File: src/rtl/dmi_req_pkg.sv
package dmi_req_pkg;
    localparam int DATA_W = 32;
    localparam int OP_W   = 2;

    typedef enum logic [1:0] {
        OP_NOP   = 2'd0,
        OP_READ  = 2'd1,
        OP_WRITE = 2'd2,
        OP_RSVD  = 2'd3
    } dmi_op_e;

    typedef enum logic [1:0] {
        ST_OK   = 2'd0,
        ST_RSVD = 2'd1,
        ST_FAIL = 2'd2,
        ST_BUSY = 2'd3
    } dmi_st_e;

    typedef enum logic [1:0] {
        BUS_IDLE = 2'd0,
        BUS_REQ  = 2'd1,
        BUS_WAIT = 2'd2
    } bus_state_e;

    function automatic logic op_uses_bus(dmi_op_e op);
        return (op == OP_READ) || (op == OP_WRITE);
    endfunction
endpackage

File: src/rtl/dmi_req_decode.sv
module dmi_req_decode
    import dmi_req_pkg::*;
#(
    parameter int ABITS = 7
) (
    input  logic [ABITS+DATA_W+OP_W-1:0] vec_i,
    output dmi_op_e                      op_o,
    output logic [DATA_W-1:0]            data_o,
    output logic [ABITS-1:0]             addr_o,
    output logic                         access_o
);
    localparam int DATA_LSB = OP_W;
    localparam int ADDR_LSB = OP_W + DATA_W;

    always_comb begin
        op_o     = dmi_op_e'(vec_i[OP_W-1:0]);
        data_o   = vec_i[DATA_LSB +: DATA_W];
        addr_o   = vec_i[ADDR_LSB +: ABITS];
        access_o = op_uses_bus(op_o);
    end
endmodule

File: src/rtl/dmi_req_bus.sv
module dmi_req_bus
    import dmi_req_pkg::*;
#(
    parameter int ABITS = 7
) (
    input  logic              clk,
    input  logic              rst_n,
    input  logic              start_i,
    input  logic              start_write_i,
    input  logic [ABITS-1:0]  start_addr_i,
    input  logic [DATA_W-1:0] start_data_i,
    output logic              req_valid_o,
    input  logic              req_ready_i,
    output logic              req_write_o,
    output logic [ABITS-1:0]  req_addr_o,
    output logic [DATA_W-1:0] req_wdata_o,
    input  logic              rsp_valid_i,
    input  logic [DATA_W-1:0] rsp_rdata_i,
    input  logic              rsp_err_i,
    output logic              busy_o,
    output logic              done_o,
    output logic              done_err_o,
    output logic [DATA_W-1:0] done_data_o
);
    typedef struct packed {
        bus_state_e        state;
        logic              write;
        logic [ABITS-1:0]  addr;
        logic [DATA_W-1:0] wdata;
    } bus_regs_t;

    bus_regs_t q, d;

    always_comb begin
        d = q;
        unique case (q.state)
            BUS_IDLE: begin
                if (start_i) begin
                    d.state = BUS_REQ;
                    d.write = start_write_i;
                    d.addr  = start_addr_i;
                    d.wdata = start_data_i;
                end
            end
            BUS_REQ: begin
                if (req_ready_i) begin
                    d.state = BUS_WAIT;
                end
            end
            BUS_WAIT: begin
                if (rsp_valid_i) begin
                    d.state = BUS_IDLE;
                end
            end
            default: d.state = BUS_IDLE;
        endcase
    end

    always_ff @(posedge clk) begin
        if (!rst_n) begin
            q <= '{state: BUS_IDLE, write: 1'b0, addr: '0, wdata: '0};
        end else begin
            q <= d;
        end
    end

    assign req_valid_o = (q.state == BUS_REQ);
    assign req_write_o = q.write;
    assign req_addr_o  = q.addr;
    assign req_wdata_o = q.wdata;
    assign busy_o      = (q.state != BUS_IDLE);
    assign done_o      = (q.state == BUS_WAIT) && rsp_valid_i;
    assign done_err_o  = rsp_err_i;
    assign done_data_o = rsp_rdata_i;
endmodule

File: src/rtl/dmi_req_result.sv
module dmi_req_result
    import dmi_req_pkg::*;
#(
    parameter int ABITS = 7
) (
    input  logic                          clk,
    input  logic                          rst_n,
    input  logic                          load_i,
    input  dmi_op_e                       load_op_i,
    input  logic [ABITS-1:0]              load_addr_i,
    input  logic [DATA_W-1:0]             load_data_i,
    input  logic                          done_i,
    input  logic                          done_err_i,
    input  logic [DATA_W-1:0]             done_data_i,
    input  logic                          busy_i,
    input  logic                          cap_i,
    output logic [ABITS+DATA_W+OP_W-1:0]  cap_vec_o
);
    localparam int VEC_W = ABITS + DATA_W + OP_W;

    typedef struct packed {
        logic [ABITS-1:0]  addr;
        logic [DATA_W-1:0] data;
        dmi_st_e           status;
        logic              rd_pend;
        logic [VEC_W-1:0]  cap;
    } res_regs_t;

    res_regs_t q, d;

    always_comb begin
        d = q;
        if (load_i) begin
            d.addr    = load_addr_i;
            d.data    = load_data_i;
            d.status  = ST_OK;
            d.rd_pend = (load_op_i == OP_READ);
        end
        if (done_i) begin
            d.status  = done_err_i ? ST_FAIL : ST_OK;
            if (!done_err_i && q.rd_pend) begin
                d.data = done_data_i;
            end
            d.rd_pend = 1'b0;
        end
        if (cap_i) begin
            d.cap = {q.addr, q.data, (busy_i ? ST_BUSY : q.status)};
        end
    end

    always_ff @(posedge clk) begin
        if (!rst_n) begin
            q <= '{addr: '0, data: '0, status: ST_FAIL, rd_pend: 1'b0,
                   cap: {{(VEC_W-OP_W){1'b0}}, ST_FAIL}};
        end else begin
            q <= d;
        end
    end

    assign cap_vec_o = q.cap;
endmodule

File: src/rtl/dmi_req_handler.sv
module dmi_req_handler
    import dmi_req_pkg::*;
#(
    parameter int ABITS = 7
) (
    input  logic                         clk,
    input  logic                         rst_n,
    input  logic                         upd_valid,
    input  logic [ABITS+DATA_W+OP_W-1:0] upd_vec,
    input  logic                         cap_req,
    output logic [ABITS+DATA_W+OP_W-1:0] cap_vec,
    output logic                         req_valid,
    input  logic                         req_ready,
    output logic                         req_write,
    output logic [ABITS-1:0]             req_addr,
    output logic [DATA_W-1:0]            req_wdata,
    input  logic                         rsp_valid,
    input  logic [DATA_W-1:0]            rsp_rdata,
    input  logic                         rsp_err
);
    dmi_op_e           dec_op;
    logic [DATA_W-1:0] dec_data;
    logic [ABITS-1:0]  dec_addr;
    logic              dec_access;
    logic              busy;
    logic              accept;
    logic              done;
    logic              done_err;
    logic [DATA_W-1:0] done_data;

    dmi_req_decode #(.ABITS(ABITS)) i_decode (
        .vec_i    (upd_vec),
        .op_o     (dec_op),
        .data_o   (dec_data),
        .addr_o   (dec_addr),
        .access_o (dec_access)
    );

    assign accept = upd_valid && !busy;

    dmi_req_bus #(.ABITS(ABITS)) i_bus (
        .clk           (clk),
        .rst_n         (rst_n),
        .start_i       (accept && dec_access),
        .start_write_i (dec_op == OP_WRITE),
        .start_addr_i  (dec_addr),
        .start_data_i  (dec_data),
        .req_valid_o   (req_valid),
        .req_ready_i   (req_ready),
        .req_write_o   (req_write),
        .req_addr_o    (req_addr),
        .req_wdata_o   (req_wdata),
        .rsp_valid_i   (rsp_valid),
        .rsp_rdata_i   (rsp_rdata),
        .rsp_err_i     (rsp_err),
        .busy_o        (busy),
        .done_o        (done),
        .done_err_o    (done_err),
        .done_data_o   (done_data)
    );

    dmi_req_result #(.ABITS(ABITS)) i_result (
        .clk         (clk),
        .rst_n       (rst_n),
        .load_i      (accept),
        .load_op_i   (dec_op),
        .load_addr_i (dec_addr),
        .load_data_i (dec_data),
        .done_i      (done),
        .done_err_i  (done_err),
        .done_data_i (done_data),
        .busy_i      (busy),
        .cap_i       (cap_req),
        .cap_vec_o   (cap_vec)
    );
endmodule

File: config.mk
export PLATFORM = sky130hd
export DESIGN_NAME = dmi_req_handler
export DESIGN_NICKNAME = d
export VERILOG_FILES = /design/src/rtl/dmi_req_pkg.sv /design/src/rtl/dmi_req_decode.sv /design/src/rtl/dmi_req_bus.sv /design/src/rtl/dmi_req_result.sv /design/src/rtl/dmi_req_handler.sv
export SDC_FILE = /design/constraint.sdc
export NUM_CORES = 1
export LEC_CHECK = 0
export ABC_CLOCK_PERIOD_IN_PS = 5300
export BUFFER_PORTS_ARGS = -buffer_cell sky130_fd_sc_hd__buf_4
export CORE_MARGIN = 3
export CORE_UTILIZATION = 35
export CTS_CLUSTER_DIAMETER = 80
export DETAILED_ROUTE_END_ITERATION = 10
export GPL_ROUTABILITY_DRIVEN = 0
export MAX_ROUTING_LAYER = met4
export PLACE_DENSITY = 0.69
export SLEW_MARGIN = 30
export SYNTH_ARGS = -nofsm -noshare
export SYNTH_HDL_FRONTEND = slang
export SYNTH_SLANG_ARGS = --single-unit
File: constraint.sdc
create_clock -name clk -period 5.3 [get_ports clk]
set_input_delay 1.59 -clock clk [delete_from_list [all_inputs] [get_ports clk]]
set_output_delay 1.59 -clock clk [all_outputs]
set_load 0.1 [all_outputs]
* Word level (Yosys, flattened, before mapping)
Index checks and enable logic that the tools add are counted. Widths: inputs -> output; s select.
Word-level totals: memories kept 0, bits in writable memories 0, latch bits 0, word-level logic and storage cells 39, ROM bits 0, register bits after elaboration 125, input port bits 80
Operators by class: eq/ne operators 7, mux-type cells 9, $mul 0, bitwise operators 1, add/sub/neg operators 0, reduce and logical (&&, ||, !) cells 13, order comparisons 0, shift-type cells 0, div/mod/pow operators 0
Operators with widths (count):
- $mux 35 | 2
- $mux 42 | 1
- $mux 32 | 1
- $mux 2 | 4
- $pmux 2 s3 | 1
- $eq 2x1->1 const B | 2
- $eq 2x2->1 const B | 2
- $logic_and 1x1->1 | 4
- $ne 2x1->1 const B | 2
- $reduce_bool 2->1 | 2
- $reduce_and 3->1 | 1
- $logic_not 1->1 | 2
- $logic_not 2->1 | 1
- $ne 2x2->1 const B | 1
- $reduce_and 2->1 | 1
- $reduce_or 2->1 | 1
- $logic_or 1x1->1 | 1
- $not 1->1 | 1

* Depth between registers and ports, before layout
depth after elaboration 6, depth in mapped cells 7, mapped depth without buffers 5

* Modules after synthesis
A second synthesis with hierarchy kept.
Second synthesis, totals: cell total of the unflattened synthesis 657, area total of the unflattened synthesis 6407.4 µm²
Modules (own cells, without submodules):
- dmi_req_result | instances 1, sequential area each 1641.6 µm², area each 3804.9 µm², cells an instance 353
- dmi_req_bus | instances 1, sequential area each 840.8 µm², area each 2264.7 µm², cells an instance 259
- dmi_req_decode | instances 1, sequential area each 0.0 µm², area each 316.6 µm², cells an instance 42
- dmi_req_handler | instances 1, sequential area each 0.0 µm², area each 21.3 µm², cells an instance 3

* Worst setup path after synthesis
No wires, ideal clock.
path kind flip-flop to output port, start point register i_bus.q[40] (netlist bit), end point output req_valid, required time 3.710 ns, cell stages (with the launch flop) 3, arrival 1.873 ns, slack 1.837 ns, cells stage by stage dfxtp_1 -> buf_2 -> nor2b_1
Between the ends: longest elaborated chain between the ends 1
Ends and longest elaborated chain:
- start: declaration | line dmi_req_bus.sv:32 | bus_regs_t q, d;
- start signal: assignment | line dmi_req_bus.sv:61 | q <= '{state: BUS_IDLE, write: 1'b0, addr: '0, wdata: '0};
- $eq 2x1->1 | line dmi_req_bus.sv:67 | assign req_valid_o = (q.state == BUS_REQ);
- end: declaration | line dmi_req_handler.sv:12 | output logic req_valid,
Every way passes these cells.

* Worst setup path after layout
Ends and elaborated chain as after synthesis.

==> run summary <==
Status - finished, final reports clean
Syn_nets - 712
Global-route usage over all layers - 0.1617
Initial DRC count - 244
Sw Ratio - 0.2872
Num rows - 45
Worst slew pin tran - 834.6 ps
IO buf count - 161
Post-synthesis sequential area ratio - 0.4444
Comb pwr share - 0.174
Cell accounting for the most synthesized area - dfxtp_1
TritonCTS clock tree - built
CTS resizes - 0
Sequential Power Share - 0.366
CTS Buffer Depth - 2
Crit path time final - 3220 ps
Post-Layout Cell Count - 908
Clk sinks - 124
Die Ht - 132.3 um
Layout cells sized above 1 - 0.2898
Peak supply drop - 189.1 uV
Final ANT Viol Nets - 0
Hold endpoint - i_bus.req_addr_o[0]
Largest net degree at the start of global routing - 125
Final Hold Fails - 0
Commonest non-fill, non-tap cell in the layout - nand2_1
Reg-to-Reg Start - i_bus.q[41]
Setup TNS - 0 ps
Ys async rst share - 0
Internal power - 1975 uW
GRT busiest layer - met2
Clock root cell - clkbuf_16
Worst R2R End - i_result.q[50]
DP Area - 6256 um2
Mapped Area - 5585 um2
Final period util - 0.6075
CP Data Arrival Time - 1630 ps
WP data required - 3710 ps
Worst-path maximum fanout - 9
Post-CTS Setup Bufs - 0
Mapped Cells - 630
RSZ-0062 raised after global routing - false
Residual DRC - 0
Die X-Extent - 132.3 um
Initial antenna violation count - 0
Max-slew violation count - 0
Synth top area cells - dfxtp_1 44%, buf_4 11%, nand2_1 11%
1st-pass router iterations - 4
Post-synth cell types - 29
Most frequent cells in the layout - 162 x nand2_1, 161 x buf_4, 124 x dfxtp_1
Reg2Reg Depth - 3
Placed cells - 876
H-tree levels - 4
Met1 Use GR - 0.2048
Cts hold-fix bufs - 0
Fmax achieved - 310.6 MHz
Yosys top cell area share - 0.4444
Post-synth EDFFs - 0
Type of the worst setup path - reg2out
Crit end category - primary output
Hold Crit Class - reg2reg
Clk_skew - 6.911 ps
Drt wl/cell - 15.34 um
Post-DP HPWL - 8765 um
First-pass GRT wire length - 22050 um
Ys Warns - 0
Area of the core - 15430 um2
DR vias - 4244
Area Overhead vs Synth - 23.79%
Antenna cells - 0
Max-slew headroom - 0.4436
Grt ovf - 0
Power Dens Cells - 400.8 nW/um2
Die area - 17510 um2
Design area - 6914 um2
Io pins - 162
Syn avg cell area - 8.866 um2
Hold Path Origin - i_bus.req_addr_o[0]
Max_cap viols - 0
CTS Buf Count - 17
CP startpoint kind - register
P_sw - 795.9 uW
Clk_lat worst skew - 410 ps
Met3 Use GR - 0.04733
WHS Path Cells - 2
Starting density of the core - 0.3620
Most common flop cell mapped by yosys - dfxtp_1
Clk slew on worst S/H paths - 60 ps
Met2 Resource Use GR - 0.2473
Final core occ - 0.4482
Routed WL - 13930 um
# nets final - 766
Number of fill cells in the layout - 1566
Clock power frac - 0.460
FF-to-FF setup slack - 3120 ps
Number of global-route vias before repair - 4155
Final setup fails - 0
Via/cell ratio - 4.674
Leak - 0.002939 uW
Flops & latches, synth - 124
==> metrics by stage <==
stage	hold WS (ps)	power (uW)	worst slack [ps]
floorplan	433.0	1425	1837
global placement	442.8	1514	1580
detailed placement	445.3	1519	1913
CTS	452.9	2796	2101
global route	471.6	2874	1986
finish	451.5	2771	2080
==> layer usage <==
layer | wire length (um) | share of wire
met1 | 6559 | 0.47
met2 | 6333 | 0.45
met3 | 852 | 0.061
met4 | 183 | 0.013
met5 | 0 | 0
==> sequential cells by signal, indices dropped and copies added (netlist names) <==
name                flops
i_result.cap_vec_o     41
i_result.q             41
i_bus.req_write_o       1
i_bus.req_addr_o        7
i_bus.req_wdata_o      32
i_bus.q                 2
==> cells in the mapped netlist, drive strengths merged (2+ instances only) <==
cell / count
clkbuf: 26
buf: 103
nor4b: 2
o31ai: 32
ha: 2
mux2i: 39
nand2: 162
a21boi: 47
inv: 3
nor2b: 42
nor2: 3
dfxtp: 124
a31oi: 32
==> power groups by stage <==
stage	registers (uW)	clock network, uW	logic, uW
after floorplan	1020	0	401
after global placement	1030	0	481
after detailed placement	1030	0	486
after CTS	1010	1300	487
after global routing	1020	1340	512
final	1010	1270	483
==> critical path: stages (launching register included) <==
cell	delay, ps
dfxtp_1	560
nor2b_1	310
buf_4	340
==> worst max-delay path by stage <==
stage / startpoint / end / slack [ps] / cells after the start
global route: i_bus.q[40] / req_valid / 1990 / 2
global placement: rsp_err / i_result.q[52] / 1580 / 4
finish: i_bus.q[40] / req_valid / 2080 / 2
detailed placement: rsp_err / i_result.q[62] / 1910 / 4
CTS: i_bus.q[40] / req_valid / 2100 / 2
floorplan: i_bus.q[40] / req_valid / 1840 / 2
==> cell families after synthesis <==
kind of cell               share of synthesized area
and+or+nand+nor                               0.1745
buffers and inverters                         0.1570
DFF                                           0.4444
AOI/OAI and AO/OA                             0.1496
muxes                                        0.06989
adders and majority gates                   0.004480
==> layout make-up <==
type                            instances  area, um2  share of cell area
Tap cell                              211      264.0             0.03818
Timing Repair Buffer                  164       1251              0.1810
Clock inverter                          9      157.7             0.02280
Sequential cell                       124       2482              0.3590
Multi-Input combinational cell        374       2250              0.3254
Inverter                                3      11.26            0.001629
Clock buffer                           23      498.0             0.07202
Power figures use the tool's default switching activity.
